===== config.mk =====
export PLATFORM = sky130hd
export DESIGN_NAME = sram_strobe_ctrl
export DESIGN_NICKNAME = d
export VERILOG_FILES = /design/src/rtl/sram_ctrl_pkg.sv /design/src/rtl/phase_counter.sv /design/src/rtl/strobe_sequencer.sv /design/src/rtl/sram_strobe_ctrl.sv
export SDC_FILE = /design/constraint.sdc
export NUM_CORES = 1
export LEC_CHECK = 0
export BUFFER_PORTS_ARGS = -buffer_cell sky130_fd_sc_hd__buf_4
export CORE_UTILIZATION = 40
export DETAILED_ROUTE_END_ITERATION = 8
export HOLD_SLACK_MARGIN = 0.1
export PLACE_DENSITY = 0.71
export SLEW_MARGIN = 20
export SYNTH_ARGS = -nofsm -noshare
export SYNTH_HDL_FRONTEND = slang
export SYNTH_SLANG_ARGS = --single-unit

===== constraint.sdc =====
create_clock -name clk -period 1.5 [get_ports clk]
set_input_delay 0.3 -clock clk [delete_from_list [all_inputs] [get_ports clk]]
set_output_delay 0.3 -clock clk [all_outputs]
set_load 0.1 [all_outputs]

===== src/rtl/sram_ctrl_pkg.sv =====
package sram_ctrl_pkg;

  typedef enum logic [1:0] {
    ST_IDLE  = 2'd0,
    ST_READ  = 2'd1,
    ST_WRITE = 2'd2
  } seq_state_e;

  // Whole clock cycles covering t_ns, never fewer than one.
  function automatic int unsigned phase_cycles(input int unsigned t_ns,
                                               input int unsigned clk_ns);
    int unsigned c;
    c = (t_ns + clk_ns - 1) / clk_ns;
    return (c == 0) ? 1 : c;
  endfunction

endpackage


===== src/rtl/phase_counter.sv =====
module phase_counter #(
  parameter int unsigned CW = 2
) (
  input  logic          clk,
  input  logic          rst_n,
  input  logic          load,
  input  logic [CW-1:0] load_val,
  output logic          done
);

  logic [CW-1:0] cnt_q;
  logic [CW-1:0] cnt_d;

  always_comb begin
    cnt_d = cnt_q;
    if (load) begin
      cnt_d = load_val;
    end else if (cnt_q != '0) begin
      cnt_d = cnt_q - 1'b1;
    end
  end

  always_ff @(posedge clk or negedge rst_n) begin
    if (!rst_n) begin
      cnt_q <= '0;
    end else begin
      cnt_q <= cnt_d;
    end
  end

  assign done = (cnt_q == '0);

  // a non-zero load keeps the phase open for the next cycle
  long_load_chk: assert property (@(posedge clk) disable iff (!rst_n)
    (load && load_val != '0) |=> !done);

endmodule


===== src/rtl/strobe_sequencer.sv =====
module strobe_sequencer
  import sram_ctrl_pkg::*;
#(
  parameter int unsigned CW     = 2,
  parameter int unsigned RD_CYC = 1,
  parameter int unsigned WR_CYC = 1
) (
  input  logic          clk,
  input  logic          rst_n,
  input  logic          req_valid,
  input  logic          req_write,
  input  logic          phase_done,
  output logic          req_ready,
  output logic          accept,
  output logic          cnt_load,
  output logic [CW-1:0] cnt_val,
  output logic          capture,
  output logic          ce_n,
  output logic          oe_n,
  output logic          we_n,
  output logic          dq_oe
);

  localparam logic [CW-1:0] RD_LOAD = CW'(RD_CYC - 1);
  localparam logic [CW-1:0] WR_LOAD = CW'(WR_CYC - 1);

  seq_state_e state_q, state_d;
  logic ce_n_q, oe_n_q, we_n_q, dq_oe_q;
  logic ce_n_d, oe_n_d, we_n_d, dq_oe_d;

  always_comb begin
    state_d  = state_q;
    accept   = 1'b0;
    cnt_load = 1'b0;
    cnt_val  = '0;
    capture  = 1'b0;
    unique case (state_q)
      ST_IDLE: begin
        if (req_valid) begin
          accept   = 1'b1;
          cnt_load = 1'b1;
          if (req_write) begin
            state_d = ST_WRITE;
            cnt_val = WR_LOAD;
          end else begin
            state_d = ST_READ;
            cnt_val = RD_LOAD;
          end
        end
      end
      ST_READ: begin
        if (phase_done) begin
          state_d = ST_IDLE;
          capture = 1'b1;
        end
      end
      ST_WRITE: begin
        if (phase_done) begin
          state_d = ST_IDLE;
        end
      end
      default: state_d = ST_IDLE;
    endcase
  end

  // Strobes are decoded from the next state and registered: no glitches on the pins.
  always_comb begin
    ce_n_d  = (state_d == ST_IDLE);
    oe_n_d  = (state_d != ST_READ);
    we_n_d  = (state_d != ST_WRITE);
    dq_oe_d = (state_d == ST_WRITE);
  end

  always_ff @(posedge clk or negedge rst_n) begin
    if (!rst_n) begin
      state_q <= ST_IDLE;
      ce_n_q  <= 1'b1;
      oe_n_q  <= 1'b1;
      we_n_q  <= 1'b1;
      dq_oe_q <= 1'b0;
    end else begin
      state_q <= state_d;
      ce_n_q  <= ce_n_d;
      oe_n_q  <= oe_n_d;
      we_n_q  <= we_n_d;
      dq_oe_q <= dq_oe_d;
    end
  end

  assign req_ready = (state_q == ST_IDLE);
  assign ce_n      = ce_n_q;
  assign oe_n      = oe_n_q;
  assign we_n      = we_n_q;
  assign dq_oe     = dq_oe_q;


  idle_released_chk: assert property (@(posedge clk) disable iff (!rst_n)
    req_ready |-> (ce_n && oe_n && we_n && !dq_oe));


  phase_held_chk: assert property (@(posedge clk) disable iff (!rst_n)
    (state_q != ST_IDLE && !phase_done) |=> (state_q == $past(state_q)));

endmodule


===== src/rtl/sram_strobe_ctrl.sv =====
module sram_strobe_ctrl
  import sram_ctrl_pkg::*;
#(
  parameter int unsigned ADDR_W   = 18,
  parameter int unsigned DATA_W   = 4,
  parameter int unsigned T_CLK_NS = 20,
  parameter int unsigned T_AA_NS  = 15,
  parameter int unsigned T_WP_NS  = 12,
  parameter int unsigned T_DW_NS  = 7
) (
  input  logic              clk,
  input  logic              rst_n,
  input  logic              req_valid,
  output logic              req_ready,
  input  logic              req_write,
  input  logic [ADDR_W-1:0] req_addr,
  input  logic [DATA_W-1:0] req_wdata,
  output logic              rsp_valid,
  output logic [DATA_W-1:0] rsp_rdata,
  output logic [ADDR_W-1:0] mem_addr,
  output logic              mem_ce_n,
  output logic              mem_oe_n,
  output logic              mem_we_n,
  output logic [DATA_W-1:0] mem_dq_o,
  output logic              mem_dq_oe,
  input  logic [DATA_W-1:0] mem_dq_i
);

  localparam int unsigned T_WR_NS = (T_WP_NS > T_DW_NS) ? T_WP_NS : T_DW_NS;
  localparam int unsigned RD_CYC  = phase_cycles(T_AA_NS, T_CLK_NS);
  localparam int unsigned WR_CYC  = phase_cycles(T_WR_NS, T_CLK_NS);
  localparam int unsigned MAX_CYC = (RD_CYC > WR_CYC) ? RD_CYC : WR_CYC;
  localparam int unsigned CW      = (MAX_CYC > 1) ? $clog2(MAX_CYC) : 1;

  logic          accept, cnt_load, capture, phase_done;
  logic [CW-1:0] cnt_val;

  logic [ADDR_W-1:0] addr_q;
  logic [DATA_W-1:0] wdata_q, rdata_q;
  logic              rvalid_q;

  strobe_sequencer #(
    .CW     (CW),
    .RD_CYC (RD_CYC),
    .WR_CYC (WR_CYC)
  ) u_seq (
    .clk        (clk),
    .rst_n      (rst_n),
    .req_valid  (req_valid),
    .req_write  (req_write),
    .phase_done (phase_done),
    .req_ready  (req_ready),
    .accept     (accept),
    .cnt_load   (cnt_load),
    .cnt_val    (cnt_val),
    .capture    (capture),
    .ce_n       (mem_ce_n),
    .oe_n       (mem_oe_n),
    .we_n       (mem_we_n),
    .dq_oe      (mem_dq_oe)
  );

  phase_counter #(.CW(CW)) u_cnt (
    .clk      (clk),
    .rst_n    (rst_n),
    .load     (cnt_load),
    .load_val (cnt_val),
    .done     (phase_done)
  );

  // Request capture: address and data move only when a request is taken.
  always_ff @(posedge clk or negedge rst_n) begin
    if (!rst_n) begin
      addr_q  <= '0;
      wdata_q <= '0;
    end else begin
      if (accept) begin
        addr_q  <= req_addr;
        wdata_q <= req_wdata;
      end
    end
  end

  // Read return path.
  always_ff @(posedge clk or negedge rst_n) begin
    if (!rst_n) begin
      rdata_q  <= '0;
      rvalid_q <= 1'b0;
    end else begin
      rvalid_q <= capture;
      if (capture) begin
        rdata_q <= mem_dq_i;
      end
    end
  end

  assign mem_addr  = addr_q;
  assign mem_dq_o  = wdata_q;
  assign rsp_valid = rvalid_q;
  assign rsp_rdata = rdata_q;


  driver_window_chk: assert property (@(posedge clk) disable iff (!rst_n)
    mem_dq_oe |-> (!mem_we_n && !mem_ce_n && mem_oe_n));


  addr_hold_chk: assert property (@(posedge clk) disable iff (!rst_n)
    (!mem_ce_n && $past(!mem_ce_n)) |-> ($stable(mem_addr) && $stable(mem_dq_o)));


  no_mode_switch_chk: assert property (@(posedge clk) disable iff (!rst_n)
    (!mem_ce_n && $past(!mem_ce_n)) |-> ($stable(mem_we_n) && $stable(mem_oe_n)));


  rsp_pulse_chk: assert property (@(posedge clk) disable iff (!rst_n)
    rsp_valid |=> !rsp_valid);


  rsp_after_read_chk: assert property (@(posedge clk) disable iff (!rst_n)
    rsp_valid |-> ($past(!mem_oe_n) && mem_ce_n));

endmodule


==> results <==
- The flow ran to the end, and the final reports show no timing, DRC or antenna violations.
- The max capacitance violation total is 0.
- The clock power share is 17.1%.
- The number of enable flip-flop cells after synthesis is 0.
- The minimum period implied by the final worst setup slack is 1440 ps.
- In this run, the number of DRC markers left after iteration 0 of detailed routing was 19.
- The global-route congestion overflow total is 0.
- Net switching is 47.96% of the power.
- The final-report hold violation count is 0.
- The final instance area is 1877 um2.
- For this run, the leading register cell type out of synthesis is sky130_fd_sc_hd__dfrtp_1.
- The number of synthesized register bits is 33.
- The initial core utilization is 41.97%.
- Dividing the final minimum period by the clock period gives 95.99%.
- After synthesis, the share of flip-flops with an asynchronous set or reset is 100.0%.
- For this run, the total global-route usage over all layers was measured as 15.55%.
- The count of buffers inserted at the top-level ports is 61.
- From left edge to right edge, the die measures 58.60 um.
- The number of instances in the synthesized netlist is 72.
- The post-synthesis sequential area ratio is 64.75%.
- The max-slew violation count is 0.
- The endpoint identified for the worst register-to-register timing path is mem_addr[2].
- The TritonCTS clock tree is done.
- Setup repair after global routing left no endpoint under its margin.
- The worst register-to-register path begins at u_seq.state_q[1].
- The detailed-route vias per instance is 4.419.
- For the worst setup path, the data required time is 1200 ps.
- Once detail routing completed, the nets flagged for antenna violations numbered 0.
- The met2 routed wirelength is 1.133 mm.
- The buffer and inverter count on the worst path is 1.
- The setup TNS is 0 ps.
- Across the routed clock network, the largest skew measured is 10.69 ps.
- The clock sink count is 33.
- The total I/O pin count is 62.
- The post-placement cell area is 1779 um2.
- The pin slew with the least headroom to its limit is 409.2 ps.
- The net switching power of the design is 1.564 mW.
- The global placer's final weighted congestion is 0.7334.
- The total via count after detailed routing is 822.
- The first global-routing pass estimated 3.753 mm of wire.
- The number of placement rows is 20.
- Summed over all nets, the half-perimeter wirelength after detailed placement is 1.667 mm.
- The worst hold path terminates at mem_addr[14].
- The leakage power figure is 0.9309 nW.
- For the worst-skew pair, the clock arrives at the later sink with an insertion delay of 330 ps.
- The wire length after detailed routing is 2.402 mm.
- The routed metal-1 wire length is 991 um.
- The critical path is of the reg2out type.
- The post-CTS clock slew at the launch and capture registers of the worst setup and hold paths is 100 ps.
- Dividing the detail-routed wire length by the instance count gives 12.91 um.
- The most used standard cell by instance count after synthesis is sky130_fd_sc_hd__dfrtp_1.
- The kind of cell with the highest combined delay on the critical path is flip-flops.
- The met3 layer wire length in the routed design is 243 um.
- The critical path goes through buf_4.
- The fraction of layout instances using a drive strength above 1 is 72.54%.
- The fmax is 0.6945 GHz.
- Sorting the synthesized cells by area gives the leading types as sky130_fd_sc_hd__dfrtp_1 59%, sky130_fd_sc_hd__mux2_4 16%, sky130_fd_sc_hd__mux2_2 11%.
- The iteration count of the initial detailed-routing pass is 2.
- The count of synthesis-stage warnings from yosys is 0.
- The final layout contains 171 nets.
- Power spread over the standard cell area amounts to 1737 nW/um2.
- Entering global routing, the biggest net connects 34 pins.
- The floorplan core area is 3053 um2.
- The worst setup path is captured at an output port.
- The root buffer cell chosen for the clock tree is sky130_fd_sc_hd__clkbuf_4.
- The number of nets in the synthesized netlist is 102.
- In this run the cell area of the synthesized design comes to 1281 um2.
- The internal power summed over all cells is 1.697 mW.
- Among all stages on the critical path, the largest delay is contributed by sky130_fd_sc_hd__dfstp_2.
- The largest single stage delay on the critical path is 530 ps.
- The floorplan step defined a die boundary enclosing 3433 um2.
- The initial antenna violation count came to 0.
- The maximum clock insertion buffer count is 2.
- In the routed design, unresolved DRC markers number 0.
- Per report_power, the sequential group accounts for 34.1% of the total.
- In this run the number of H-tree levels came out at 2.
- The headroom to the max-slew limit is 72.72%.
- Counting instances in the post-synthesis netlist gives the leading cell types as 30 x sky130_fd_sc_hd__dfrtp_1, 14 x sky130_fd_sc_hd__mux2_4, 12 x sky130_fd_sc_hd__mux2_2.
- The top cell type by total area after synthesis is sky130_fd_sc_hd__dfrtp_1.
- Each instance of the synthesized netlist takes up on average 17.79 um2.
- The relative contribution of combinational cells to total power is 48.8%.
- Data arrives at the worst endpoint at 1140 ps.
- After synthesis, the netlist uses 15 different library cells.
- The worst setup path is launched from a register.
- The die is 58.60 um tall.
- The worst hold path begins at req_addr[14].
- The total clock buffers created by CTS is 5.
- The highest routed metal layer is met4.
- The signed area change from the synthesized netlist to the final layout is 46.48%.
- The share of Yosys cell area claimed by the top area cell type is 58.59%.
- The highest ir drop seen on vdd is 0.0008856 V.
- The slack of the worst reg-to-reg path is 70 ps.
- The antenna diode count is 0.
- The depth of the most critical reg-to-reg path is 3.
- The worst min-delay path category is in2reg.
- The number of global-route vias before repair is 818.
- Setup violations remaining at the end of the flow were counted as 0.
- Along the worst hold path, the cell count comes to 2.
- Of all nets on the critical path, the largest fanout is 1.
==> metal layers <==
| layer | GRT usage [%] | up-vias |
|---|---|---|
| li1 | - | 381 |
| met1 | 17.41 | 391 |
| met3 | 8.791 | 5 |
| met5 | 0 | - |
| met4 | 7.143 | 0 |
| met2 | 24.14 | 45 |
==> registers in the layout, indices dropped and copies added, names as in the netlist <==
register,flops
u_seq.dq_oe,1
rsp_rdata,4
u_seq.ce_n,1
rsp_valid,1
mem_addr,18
mem_dq_o,4
u_seq.we_n,1
u_seq.state_q,2
u_seq.oe_n,1
==> how the worst max path moves through the flow <==
stage	to	startpoint	slack, ps	cells after the start
floorplan	mem_addr[10]	u_seq.state_q[1]	170	4
global placement	mem_dq_o[2]	u_seq.state_q[1]	120	3
detailed placement	mem_addr[2]	u_seq.state_q[1]	90	3
CTS	req_ready	u_seq.state_q[1]	30	2
global route	req_ready	u_seq.state_q[1]	3	2
finish	mem_ce_n	u_seq.ce_n	60	1
==> final cells by class <==
| cell class | instances | area (um2) |
|---|---|---|
| Fill cell | 262 | 1176 |
| Sequential cell | 33 | 829.5 |
| Timing Repair Buffer | 66 | 508.0 |
| Multi-Input combinational cell | 34 | 410.4 |
| Clock buffer | 7 | 65.06 |
| Tap cell | 44 | 55.05 |
| Clock inverter | 1 | 5.005 |
| Inverter | 1 | 3.754 |
==> metrics by stage <==
stage               hold WS [ps]  setup WS (ps)  cells  utilization, %  total power [mW]
finish                     193.2          60.21    186           61.48             3.260
CTS                        179.0          33.18    186           61.35             3.289
global route               160.4          3.247    186           61.48             3.392
detailed placement         262.4          87.03    176           58.28             2.717
floorplan                  4.409          172.6     72               -             2.375
global placement           255.0          119.0    176           58.28             2.700
==> logic make-up after synthesis <==
family	share of synthesized area (%)
muxes	26.95
and+or+nand+nor	4.003
buffers and inverters	4.296
DFF	64.75
==> cell usage in the layout, fill, tap and decap left out <==
cell type and n:
sky130_fd_sc_hd__nor3b_4 1, sky130_fd_sc_hd__buf_4 63, sky130_fd_sc_hd__clkbuf_4 5, sky130_fd_sc_hd__nand2b_1 1, sky130_fd_sc_hd__and2_1 2, sky130_fd_sc_hd__clkinv_2 1
sky130_fd_sc_hd__nor2b_1 2, sky130_fd_sc_hd__mux2_2 12, sky130_fd_sc_hd__mux2_4 14, sky130_fd_sc_hd__inv_1 1, sky130_fd_sc_hd__buf_8 1, sky130_fd_sc_hd__nor2_4 1
sky130_fd_sc_hd__dfstp_2 3, sky130_fd_sc_hd__nand2_1 1, sky130_fd_sc_hd__dfrtp_1 30, sky130_fd_sc_hd__dlygate4sd3_1 2, sky130_fd_sc_hd__clkbuf_8 2
==> what timing repair did <==
item	CTS	global route
buffers inserted	0	0
endpoints found under the setup margin	1	1
gates resized for setup	1	1
cloned	0	0
hold buffers	2	0
endpoints found under the hold margin	31	0
==> power groups by stage <==
stage | clock network (mW) | registers, mW | logic [mW]
2_1_floorplan | 0 | 2.13 | 0.246
3_3_place_gp | 0 | 1.12 | 1.58
3_5_place_dp | 0 | 1.13 | 1.59
4_1_cts | 0.576 | 1.11 | 1.60
5_1_grt | 0.628 | 1.13 | 1.63
6_report | 0.556 | 1.11 | 1.59
Note: power is estimated with default switching activity, not from simulation.
